`src/rtl/fws_pkg.sv`:
```
package fws_pkg;

    typedef enum logic [2:0] {
        PH_IDLE  = 3'd0,
        PH_CMD   = 3'd1,
        PH_ADDR  = 3'd2,
        PH_DUMMY = 3'd3,
        PH_DATA  = 3'd4,
        PH_DONE  = 3'd5
    } phase_e;

    // address-length codes held in config bits 17:16
    localparam logic [1:0] ALEN_THREE = 2'd0;
    localparam logic [1:0] ALEN_FOUR  = 2'd1;

    typedef struct packed {
        logic [7:0] cmd;
        logic [2:0] n_addr;
        logic [4:0] n_dummy;
    } frame_plan_t;

endpackage

```
`src/rtl/fws_plan_decode.sv`:
```
module fws_plan_decode
    import fws_pkg::*;
(
    input  logic [31:0]  cfg,
    input  logic         is_read,
    output frame_plan_t  plan
);
    logic [4:0] raw_dummy;
    logic       unused_cfg;

    assign unused_cfg = ^{cfg[31:18], cfg[15:14], cfg[11:10]};

    always_comb begin
        plan.cmd = cfg[7:0];
        case (cfg[17:16])
            ALEN_THREE: plan.n_addr = 3'd3;
            ALEN_FOUR:  plan.n_addr = 3'd4;
            default:    plan.n_addr = 3'd0;
        endcase
        raw_dummy    = {cfg[13:12], 3'b000};
        plan.n_dummy = is_read ? (raw_dummy >> cfg[9:8]) : 5'd0;
    end
endmodule

```
`src/rtl/fws_cs_decode.sv`:
```
module fws_cs_decode #(
    parameter int NUM_CS = 2,
    parameter int CS_W   = 1
) (
    input  logic [CS_W-1:0]   sel,
    output logic [NUM_CS-1:0] onehot
);
    for (genvar i = 0; i < NUM_CS; i++) begin : g_line
        assign onehot[i] = (sel == CS_W'(i));
    end
endmodule

```
`src/rtl/fws_tx_mux.sv`:
```
module fws_tx_mux
    import fws_pkg::*;
#(
    parameter int MAX_BYTES = 8,
    parameter int SZ_W      = 3
) (
    input  phase_e                 phase,
    input  logic [SZ_W-1:0]        lane,
    input  logic [1:0]             addr_pos,
    input  logic [7:0]             cmd,
    input  logic [31:0]            addr,
    input  logic [2:0]             n_addr,
    input  logic                   we,
    input  logic [8*MAX_BYTES-1:0] wdata,
    output logic [7:0]             tx
);
    logic [2:0] addr_idx;

    always_comb begin
        addr_idx = n_addr - 3'd1 - {1'b0, addr_pos};
        case (phase)
            PH_CMD:  tx = cmd;
            PH_ADDR: tx = addr[{addr_idx[1:0], 3'b000} +: 8];
            PH_DATA: tx = we ? wdata[{lane, 3'b000} +: 8] : 8'h00;
            default: tx = 8'h00;
        endcase
    end
endmodule

```
`src/rtl/flash_window_seq.sv`:
```
module flash_window_seq
    import fws_pkg::*;
#(
    parameter int NUM_CS    = 2,
    parameter int WIN_AW    = 27,
    parameter int MAX_BYTES = 8,
    parameter int CS_W      = (NUM_CS > 1) ? $clog2(NUM_CS) : 1,
    parameter int SZ_W      = (MAX_BYTES > 1) ? $clog2(MAX_BYTES) : 1
) (
    input  logic                   clk,
    input  logic                   rst_n,
    input  logic                   bus_req,
    input  logic                   bus_we,
    input  logic [CS_W-1:0]        bus_cs_sel,
    input  logic [WIN_AW-1:0]      bus_addr,
    input  logic [SZ_W-1:0]        bus_size,
    input  logic [8*MAX_BYTES-1:0] bus_wdata,
    output logic [8*MAX_BYTES-1:0] bus_rdata,
    output logic                   bus_ready,
    output logic                   bus_err,
    input  logic [31:0]            rd_cfg,
    input  logic [31:0]            wr_cfg,
    input  logic                   uma_cs_busy,
    output logic [NUM_CS-1:0]      cs_n,
    output logic                   sh_req,
    output logic [7:0]             sh_tx,
    input  logic                   sh_ack,
    input  logic [7:0]             sh_rx
);
    localparam int DATA_W = 8 * MAX_BYTES;
    localparam int CNT_W  = (SZ_W > 5) ? SZ_W : 5;

    typedef struct packed {
        phase_e              phase;
        logic [CNT_W-1:0]    cnt;
        logic [NUM_CS-1:0]   cs;
        logic                we;
        logic [31:0]         addr;
        logic [SZ_W-1:0]     last;
        logic [DATA_W-1:0]   wdata;
        logic [DATA_W-1:0]   rdata;
        frame_plan_t         plan;
        logic                err;
    } seq_state_t;

    seq_state_t        st_d, st_q;
    frame_plan_t       plan_new;
    logic [NUM_CS-1:0] sel_onehot;
    logic [31:0]       cfg_pick;
    phase_e            after_addr;
    phase_e            after_cmd;
    logic              unused_cnt;

    assign cfg_pick = bus_we ? wr_cfg : rd_cfg;

    fws_plan_decode u_plan (
        .cfg     (cfg_pick),
        .is_read (!bus_we),
        .plan    (plan_new)
    );

    fws_cs_decode #(.NUM_CS(NUM_CS), .CS_W(CS_W)) u_csdec (
        .sel    (bus_cs_sel),
        .onehot (sel_onehot)
    );

    fws_tx_mux #(.MAX_BYTES(MAX_BYTES), .SZ_W(SZ_W)) u_tx (
        .phase    (st_q.phase),
        .lane     (st_q.cnt[SZ_W-1:0]),
        .addr_pos (st_q.cnt[1:0]),
        .cmd      (st_q.plan.cmd),
        .addr     (st_q.addr),
        .n_addr   (st_q.plan.n_addr),
        .we       (st_q.we),
        .wdata    (st_q.wdata),
        .tx       (sh_tx)
    );

    assign unused_cnt = ^st_q.cnt;

    always_comb begin
        after_addr = (st_q.plan.n_dummy != 5'd0) ? PH_DUMMY : PH_DATA;
        after_cmd  = (st_q.plan.n_addr != 3'd0) ? PH_ADDR : after_addr;
        st_d = st_q;
        case (st_q.phase)
            PH_IDLE: begin
                if (bus_req) begin
                    st_d.phase = PH_CMD;
                    st_d.cnt   = '0;
                    st_d.cs    = sel_onehot;
                    st_d.we    = bus_we;
                    st_d.addr  = 32'(bus_addr);
                    st_d.last  = bus_size;
                    st_d.wdata = bus_wdata;
                    st_d.rdata = '0;
                    st_d.plan  = plan_new;
                    st_d.err   = uma_cs_busy;
                end
            end
            PH_CMD: begin
                if (sh_ack) begin
                    st_d.phase = after_cmd;
                    st_d.cnt   = '0;
                end
            end
            PH_ADDR: begin
                if (sh_ack) begin
                    if (st_q.cnt == CNT_W'(st_q.plan.n_addr - 3'd1)) begin
                        st_d.phase = after_addr;
                        st_d.cnt   = '0;
                    end else begin
                        st_d.cnt = st_q.cnt + 1'b1;
                    end
                end
            end
            PH_DUMMY: begin
                if (sh_ack) begin
                    if (st_q.cnt == CNT_W'(st_q.plan.n_dummy - 5'd1)) begin
                        st_d.phase = PH_DATA;
                        st_d.cnt   = '0;
                    end else begin
                        st_d.cnt = st_q.cnt + 1'b1;
                    end
                end
            end
            PH_DATA: begin
                if (sh_ack) begin
                    if (!st_q.we) begin
                        st_d.rdata[{st_q.cnt[SZ_W-1:0], 3'b000} +: 8] = sh_rx;
                    end
                    if (st_q.cnt[SZ_W-1:0] == st_q.last) begin
                        st_d.phase = PH_DONE;
                        st_d.cs    = '0;
                    end else begin
                        st_d.cnt = st_q.cnt + 1'b1;
                    end
                end
            end
            PH_DONE: st_d.phase = PH_IDLE;
            default: st_d.phase = PH_IDLE;
        endcase
    end

    always_ff @(posedge clk or negedge rst_n) begin
        if (!rst_n) begin
            st_q <= '0;
        end else begin
            st_q <= st_d;
        end
    end

    assign cs_n      = ~st_q.cs;
    assign sh_req    = (st_q.phase == PH_CMD) || (st_q.phase == PH_ADDR) ||
                       (st_q.phase == PH_DUMMY) || (st_q.phase == PH_DATA);
    assign bus_ready = (st_q.phase == PH_DONE);
    assign bus_err   = (st_q.phase == PH_DONE) && st_q.err;
    assign bus_rdata = st_q.rdata;

endmodule

```
`config.mk`:
```
export PLATFORM = sky130hd
export DESIGN_NAME = flash_window_seq
export DESIGN_NICKNAME = d
export VERILOG_FILES = /design/src/rtl/fws_pkg.sv /design/src/rtl/fws_plan_decode.sv /design/src/rtl/fws_cs_decode.sv /design/src/rtl/fws_tx_mux.sv /design/src/rtl/flash_window_seq.sv
export SDC_FILE = /design/constraint.sdc
export NUM_CORES = 1
export LEC_CHECK = 0
export BUFFER_PORTS_ARGS = -buffer_cell sky130_fd_sc_hd__buf_2
export CORE_UTILIZATION = 35
export CTS_CLUSTER_SIZE = 40
export DETAILED_ROUTE_END_ITERATION = 12
export PLACE_DENSITY_LB_ADDON = 0.12
export SYNTH_ARGS = -nofsm -noshare
export SYNTH_HDL_FRONTEND = slang
export SYNTH_SLANG_ARGS = --single-unit
export TNS_END_PERCENT = 50
```
`constraint.sdc`:
```
create_clock -name clk -period 2.41 [get_ports clk]
set_input_delay 0.482 -clock clk [delete_from_list [all_inputs] [get_ports clk]]
set_output_delay 0.482 -clock clk [all_outputs]
set_load 0.01 [all_outputs]
```
---- After elaboration in Yosys (flattened, before gate mapping) ----
Index checks and enable logic that the tools add are counted.
operators by class
  add/subtract/negate cells ............... 6
  equal/unequal tests ..................... 19
  shift-type cells ........................ 5
  muxes and demuxes ....................... 26
  bitwise operators ....................... 2
  reductions and logical operators ........ 15
operator list
  kind                                                                     number
  191-bit two-way mux                                                      1
  64-bit two-way mux                                                       2
  64-bit case mux with 2 select lines                                      1
  64-bit bitwise mux                                                       1
  8-bit by 8-bit variable shift with 64-bit output (first input constant)  1
  64-bit by 7-bit indexed part select with 8-bit output                    1
  8-bit by 8-bit indexed part select with 64-bit output                    1
  8-bit two-way mux                                                        4
  32-bit by 6-bit indexed part select with 8-bit output                    1
  5-bit case mux with 5 select lines                                       1
  8-bit case mux with 3 select lines                                       1
  5-bit two-way mux                                                        4
  2-bit != test (second input constant)                                    10
  18-bit two-way mux                                                       1
  3-bit two-way mux                                                        5
  3-bit case mux with 5 select lines                                       1
  5-bit == test                                                            2
  10-bit two-way mux                                                       1
  5-bit nonzero test                                                       2
  6-bit negation with 8-bit output                                         1
  4-bit AND reduction                                                      2
  8-bit AND reduction                                                      1
  7-bit AND reduction                                                      1
  3-bit by 2-bit == test with 1-bit output (second input constant)         2
  other kinds (22)                                                         25
storage, ports and cells
  flip-flop bits (word level) ............. 186
  input port bits ......................... 173
  output and inout port bits .............. 77
  logic and storage cells ................. 85

---- Logic depth before layout (Yosys ltp) ----
Gate-level depths: netlist of the first run.
  depth after elaboration ................. 6
  gate-level depth with buffers ........... 10

---- Hierarchy ----
From an unflattened synthesis of the first run, not the netlist that was laid out.
second synthesis, totals
  cell total of the unflattened synthesis .. 865
  area total of the unflattened synthesis .. 10,144.7 um2
modules (own cells, without submodules)
  module            instances  cells an instance  area an instance (um2)  seq. area each (um2)
  flash_window_seq  1          666                8,619.5                 4,654.5
  fws_tx_mux        1          176                1,378.8                 0.0
  fws_plan_decode   1          21                 135.1                   0.0
  fws_cs_decode     1          2                  11.3                    0.0

---- Least setup slack after synthesis of the first run ----
OpenSTA, ideal clock, no wires.
  kind .................................... reg2out
  start ................................... reg st_q[183] (netlist name)
  end ..................................... out sh_tx[0]
  arrival time ............................ 2.150 ns
  data required time ...................... 1.928 ns
  setup slack ............................. -0.222 ns
  cell stages (with the launch flop) ...... 9
  path buffers ............................ 2
  path through ............................ dfrtp_1 > clkbuf_8 > inv_1 > ha_1 > xnor2_1 > xnor2_1 > buf_2 > mux4_2 > a221o_1
between the ends
  longest elaborated chain between the ends .. 3
RTL lines
  what                                                                                               RTL line                            source
  start: declaration                                                                                 flash_window_seq.sv:46              seq_state_t st_d, st_q;
  start signal: assignment                                                                           flash_window_seq.sv:148             st_q <= st_d;
  2-bit subtractor / 64-bit by 7-bit indexed part select with 8-bit output (equally long branches)   fws_tx_mux.sv:20, fws_tx_mux.sv:24
  32-bit by 6-bit indexed part select with 8-bit output / 8-bit two-way mux (equally long branches)  fws_tx_mux.sv:23, fws_tx_mux.sv:24
  8-bit case mux with 3 select lines *                                                               fws_tx_mux.sv:21                    case (phase)
  end: declaration                                                                                   flash_window_seq.sv:26              output logic [7:0] sh_tx,
Mark *: on every way between the ends. The rest lies on a longest branch, timed or not.

---- Worst setup path after layout of the first run ----
  start ................................... reg st_q[183] (netlist name)
  end ..................................... out sh_tx[2]
The elaborated chain is that of the path after synthesis.

==> results of run 1 <==
==> metrics by stage <==
| stage | area (um^2) | instances | util | power, mW |
|---|---|---|---|---|
| floorplan | 9130 | 959 | - | 8.31 |
| global placement | 10200 | 1416 | 0.402 | 9.81 |
| detailed placement | 10200 | 1416 | 0.402 | 9.87 |
| CTS | 10800 | 1447 | 0.425 | 12.7 |
| global route | 10900 | 1455 | 0.430 | 13.8 |
| finish | 10900 | 1455 | 0.430 | 12.8 |
==> where the power goes <==
part / leakage [nW] / internal, mW / switching (mW)
Clock: 0.275 / 1.54 / 1.26
Sequential: 2.41 / 4.13 / 0.601
Combinational: 3.00 / 2.35 / 2.91
==> layout by cell type, fill, tap and decap left out, types with 3 or more instances in the layout <==
cell type	count
a21o_1	3
a21oi_1	5
a221o_1	3
a22o_1	34
a22oi_1	6
a31oi_1	4
and2_1	4
and3_1	12
buf_12	9
buf_2	209
buf_4	28
clkbuf_16	18
clkinv_2	3
clkinvlp_4	3
dfrtp_1	184
ha_1	6
inv_1	11
inv_6	3
mux2_2	8
mux2i_1	16
mux4_2	19
nand2_1	380
nand3_1	8
nand4_1	3
nor2_1	15
nor2b_1	6
nor3_2	3
o21ai_0	44
o21ai_1	11
o21ai_2	3
o22ai_1	6
xnor2_1	8
==> state kept, by name, indices dropped and copies added (netlist names) <==
name	flops
st_q	121
bus_rdata	64
==> logic make-up after synthesis <==
| kind of cell | Yosys count | synth area share |
|---|---|---|
| buffers and inverters | 126 | 0.0884 |
| DFF | 185 | 0.509 |
| muxes | 43 | 0.0746 |
| adders and majority gates | 7 | 0.00963 |
| xor gates and xnor gates | 13 | 0.0134 |
| AOI/OAI and AO/OA | 136 | 0.103 |
| and+or+nand+nor | 449 | 0.202 |
==> worst register-to-register path, stage by stage, from the launching register on <==
cell      delay, ns
dfrtp_1        0.39
buf_4          0.16
inv_1          0.07
ha_1           0.20
or3_1          0.30
a2111o_1       0.44
a21oi_2        0.19
o22ai_4        0.13
a41oi_2        0.22
a31oi_1        0.06
==> worst paths after layout <==
check	startpoint	end	slack, ns	cells after the start
worst max-delay path	st_q[183]	sh_tx[2]	-0.46	9
worst min-delay path	rst_n	st_q[113]	0.02	1
max in group asynchronous	rst_n	bus_rdata[25]	1.72	2
worst max register to register	st_q[7]	st_q[186]	0.10	9
worst min register to register	st_q[166]	st_q[166]	0.47	2
min in group clk	bus_wdata[51]	st_q[132]	0.23	3
==> per-layer routing <==
layer	track usage	vias up	wire length, um	part of all wire
li1	-	3440	-	-
met5	0	-	8	0.00034
met2	0.293	168	11200	0.47
met3	0.0394	15	1110	0.047
met1	0.255	3266	11100	0.47
met4	0.0433	2	190	0.0081
==> cell type report <==
cell class | instances | area share
Sequential cell | 185 | 0.425
Multi-Input combinational cell | 648 | 0.344
Timing Repair Buffer | 248 | 0.136
Clock buffer | 18 | 0.0394
Tap cell | 330 | 0.0379
Clock inverter | 13 | 0.0132
Inverter | 12 | 0.00460
Antenna cell | 1 | 0.000230
==> repair_timing <==
action / 4_1_cts / 5_1_grt
resized for setup: 2 / 8
cloned: 0 / 1
setup endpoints to repair: 8 / 34
setup buffers: 0 / 6
pin swaps: 2 / 5
==> run_results.csv, run 1 <==
group,metric,value,unit
critical_path,crit_arrival,2.39,ns
synthesis,synth_area_leaders,"dfrtp_1 (51%), nand2_1 (16%), buf_4 (5.3%)",
detailed_routing,drc,0,
synthesis,syn_inst,959,
critical_path,cp-end-kind,"output pin",
clock_tree,postCtsHoldBufs,0,
synthesis,ys_seq_area_frac,0.509,
timing,worst_pin_slew,0.607,ns
die,num_rows,58,
clock_tree,clkTransAtPathRegs,0.07,ns
timing,fin_hold_ws,0.0155,ns
global_route,grt_antenna_before_repair,3,
die,die_w,163,um
die,ios,250,
synthesis,synth_top_area_cell,"dfrtp_1",
power,peakVddDrop,0.541,mV
die,start_util,0.359,
timing,period_share,1.19,
synthesis,ys.flop_type,"dfrtp_1",
run_status,violations,"negative setup slack",
detailed_routing,num_vias,6891,
placement,numPortBuffers,210,
clock_tree,cts_htree_levels,4,
power,power_density,1170,nW/um^2
placement,gp_congestion,0.766,
clock_tree,cts_max_path_buffers,2,
critical_path,worst-path-buf-inv,4,
synthesis,ys_types,61,
synthesis,synth_top_area_share,0.509,
detailed_routing,avgRoutedWirePerCell,16.2,um
flow_run,drv_cap,0,
global_route,grt_overflow_total,0,
synthesis,netlist_area,9090,um^2
detailed_routing,postRouteAntennaNets,0,
detailed_routing,drt_iter0_markers,460,
cells_and_area,register_area,4630,um^2
clock_tree,worstSkewPairLatency,0.44,ns
synthesis,async_flop_share,1.00,
timing,slew_headroom,0.591,
synthesis,yosysMostFrequentCell,"nand2_1",
detailed_routing,drt_pass1_iterations,4,
timing,finalHoldViolCount,0,
synthesis,avgSynthCellArea,9.48,um^2
placement,hpwlAfterDp,17000,um
detailed_routing,totalWireLength,23600,um
run_status,status,"finished, violations left",
critical_path,cp.required,1.93,ns
power,power.leakage,5.68,nW
global_route,grt_pass1_wl,37700,um
critical_path,path_cells,"clkinv_4, ha_4, xnor2_4, xnor2_2, buf_4, buf_12, mux4_2, a221o_1, buf_2",
cells_and_area,nNetsFinal,1292,
timing,fin_ws,-0.462,ns
synthesis,ys_ff_latch,185,
die,die_height,163,um
synthesis,synth_top_cells_by_count,"nand2_1 (381), dfrtp_1 (185), buf_4 (64)",
hold_path,hold_path_class,"primary input to asynchronous set/reset pin",
clock_tree,root_buffer,"clkbuf_16",
critical_path,crit_fanout,7,
critical_path,crit_family,"buffers and inverters",
clock_tree,cts_tree,"yes",
placement,place_ws,-0.0278,ns
cells_and_area,syn2layout_area_growth,19.7,%
cells_and_area,drive_gt1_frac,0.291,
clock_tree,cts_buffers,17,
clock_tree,cts.sinks,185,
critical_path,crit_slowest_cell,"dfrtp_2",
die,core,25300,um^2
global_route,grt_pass1_vias,6805,
synthesis,synth_nets,1139,
timing,layout_min_cycle_time,2.87,ns
critical_path,cp-start-kind,"flip-flop",
critical_path,path_class,"flip-flop to output pin",
timing,setup_viol,8,
timing,grt_setup_unrepaired,"yes",
cells_and_area,num-fill-cells,2572,
cells_and_area,multi_input_area,3740,um^2
detailed_routing,routed_via_density,4.74,
timing,fin_worst_skew,0.0145,ns
timing,max_freq,348,MHz
global_route,track_usage,0.184,
global_route,grt_max_degree,82,
timing,final_max_slew_viol_count,0,
die,die_area,26600,um^2
critical_path,cpPeakStageDelay,0.39,ns
synthesis,synth_edf_count,0,
synthesis,yosys_warnings,0,
timing,setup_tns,-3.12,ns
(Power assumes the default switching activity.)
==> run 2: changes to the inputs <==
--- a/config.mk
+++ b/config.mk
@@ -7,6 +7,7 @@
 export LEC_CHECK = 0
 export BUFFER_PORTS_ARGS = -buffer_cell sky130_fd_sc_hd__buf_2
 export CORE_UTILIZATION = 35
+export CTS_BUF_LIST = sky130_fd_sc_hd__clkbuf_16
 export CTS_CLUSTER_SIZE = 40
 export DETAILED_ROUTE_END_ITERATION = 12
 export PLACE_DENSITY_LB_ADDON = 0.12
==> run_results.csv, run 2 (same netlist as run 1, synthesis figures left out) <==
group,metric,value,unit
critical_path,cp-start-kind,"flip-flop",
hold_path,hold_path_class,"primary input to asynchronous set/reset pin",
detailed_routing,drc,0,
detailed_routing,drt_pass1_iterations,4,
clock_tree,cts_max_path_buffers,2,
cells_and_area,largest_reg_flops,121,
clock_tree,clkTransAtPathRegs,0.07,ns
clock_tree,cts_buffers,17,
timing,layout_min_cycle_time,2.87,ns
detailed_routing,totalWireLength,23600,um
detailed_routing,avgRoutedWirePerCell,16.2,um
global_route,track_usage,0.184,
die,core,25300,um^2
timing,fin_ws,-0.462,ns
die,die_area,26600,um^2
cells_and_area,final_cell_mix,"nand2_1 (380), buf_2 (209), dfrtp_1 (184), o21ai_0 (44), a22o_1 (34)",
die,num_rows,58,
detailed_routing,routed_via_density,4.74,
cells_and_area,register_area,4630,um^2
critical_path,reg2reg_to,"st_q[186]",
cells_and_area,drive_gt1_frac,0.291,
clock_tree,postCtsHoldBufs,0,
run_status,status,"finished, violations left",
cells_and_area,postLayoutCellArea,10900,um^2
cells_and_area,nNetsFinal,1292,
clock_tree,cts.sinks,185,
die,die_height,163,um
timing,max_freq,348,MHz
critical_path,reg2reg_from,"st_q[7]",
cells_and_area,num-fill-cells,2572,
timing,grt_setup_unrepaired,"yes",
cells_and_area,multi_input_area,3740,um^2
detailed_routing,num_vias,6891,
placement,gp_congestion,0.766,
cells_and_area,regMostFlops,"st_q",
clock_tree,cts_tree,"yes",
clock_tree,worstSkewPairLatency,0.44,ns
cells_and_area,syn2layout_area_growth,19.7,%
global_route,grt_max_degree,82,
critical_path,crit_arrival,2.39,ns
clock_tree,cts_htree_levels,4,
critical_path,cp.required,1.93,ns
power,power.leakage,5.69,nW
timing,slew_headroom,0.591,
die,ios,250,
global_route,grt_overflow_total,0,
placement,place_ws,-0.0278,ns
critical_path,reg2reg_depth,9,
timing,period_share,1.19,
placement,numPortBuffers,210,
flow_run,drv_cap,0,
placement,placed_area,10200,um^2
timing,setup_viol,8,
timing,final_max_slew_viol_count,0,
die,die_w,163,um
placement,hpwlAfterDp,17000,um
global_route,grt_pass1_vias,6805,
detailed_routing,drt_iter0_markers,460,
detailed_routing,postRouteAntennaNets,0,
power,power_density,1170,nW/um^2
critical_path,cp-end-kind,"output pin",
critical_path,r2r_slack,0.10,ns
global_route,grt_antenna_before_repair,3,
power,peakVddDrop,0.541,mV
timing,fin_worst_skew,0.0145,ns
die,start_util,0.359,
timing,finalHoldViolCount,0,
critical_path,crit_fanout,7,
cells_and_area,final_common_cell,"nand2_1",
timing,worst_pin_slew,0.607,ns
critical_path,path_class,"flip-flop to output pin",
global_route,grt_pass1_wl,37700,um
clock_tree,root_buffer,"clkbuf_16",
run_status,violations,"negative setup slack",
## run 2: metal layers
layer	vias to the layer above	global-route usage	part of all wire
met4	2	0.0433	0.0081
met1	3266	0.255	0.47
met5	-	0	0.00034
met3	15	0.0394	0.047
met2	168	0.293	0.47
li1	3440	-	-
## run 2: final cells by class
cell class                 instances  share of cell area
sequential                       185               0.425
multi-input combinational        648               0.344
antenna                            1            0.000230
tap                              330              0.0379
clock buffer                      17              0.0391
inverter                          12             0.00460
timing repair buffer             248               0.136
clock inverter                    14              0.0136
## run 2: how the worst max path moves through the flow
stage,cells after the start,endpoint,start,slack [ns]
6_report,9,sh_tx[2],st_q[183],-0.46
5_1_grt,9,sh_tx[2],st_q[183],-0.54
4_1_cts,8,sh_tx[2],st_q[183],-0.49
3_5_place_dp,8,sh_tx[2],st_q[183],-0.03
3_3_place_gp,8,sh_tx[2],st_q[183],-0.04
2_1_floorplan,8,sh_tx[0],st_q[183],-0.01
## run 2: through the flow
step                      std cells  setup TNS (ns)  total power [mW]   util  hold slack (ns)
final                          1455           -3.12              12.8  0.430           0.0155
after global routing           1455           -4.03              13.8  0.430           0.0345
after CTS                      1447           -3.32              12.7  0.425           0.0302
after detailed placement       1416         -0.0319              9.87  0.402            0.459
after global placement         1416         -0.0628              9.81  0.402            0.455
after floorplan                 959         -0.0135              8.31      -            0.186
## run 2: where the power goes
part           internal (mW)  switching [mW]
clock network           1.53            1.26
logic                   2.35            2.91
registers               4.13           0.601
total                   8.01            4.77
## run 2: worst max-delay path: stages, from the launching register on
cell	delay, ns
dfrtp_2	0.39
clkinv_4	0.06
ha_4	0.17
xnor2_4	0.14
xnor2_2	0.12
buf_4	0.16
buf_12	0.13
mux4_2	0.32
a221o_1	0.33
buf_2	0.15
## run 2: what timing repair did
item / CTS / global route
hold endpoints to repair: 0 / 0
setup endpoints to repair: 8 / 34
resized for setup: 2 / 8
gates cloned: 0 / 1
pin swaps: 2 / 5
buffers inserted: 0 / 6
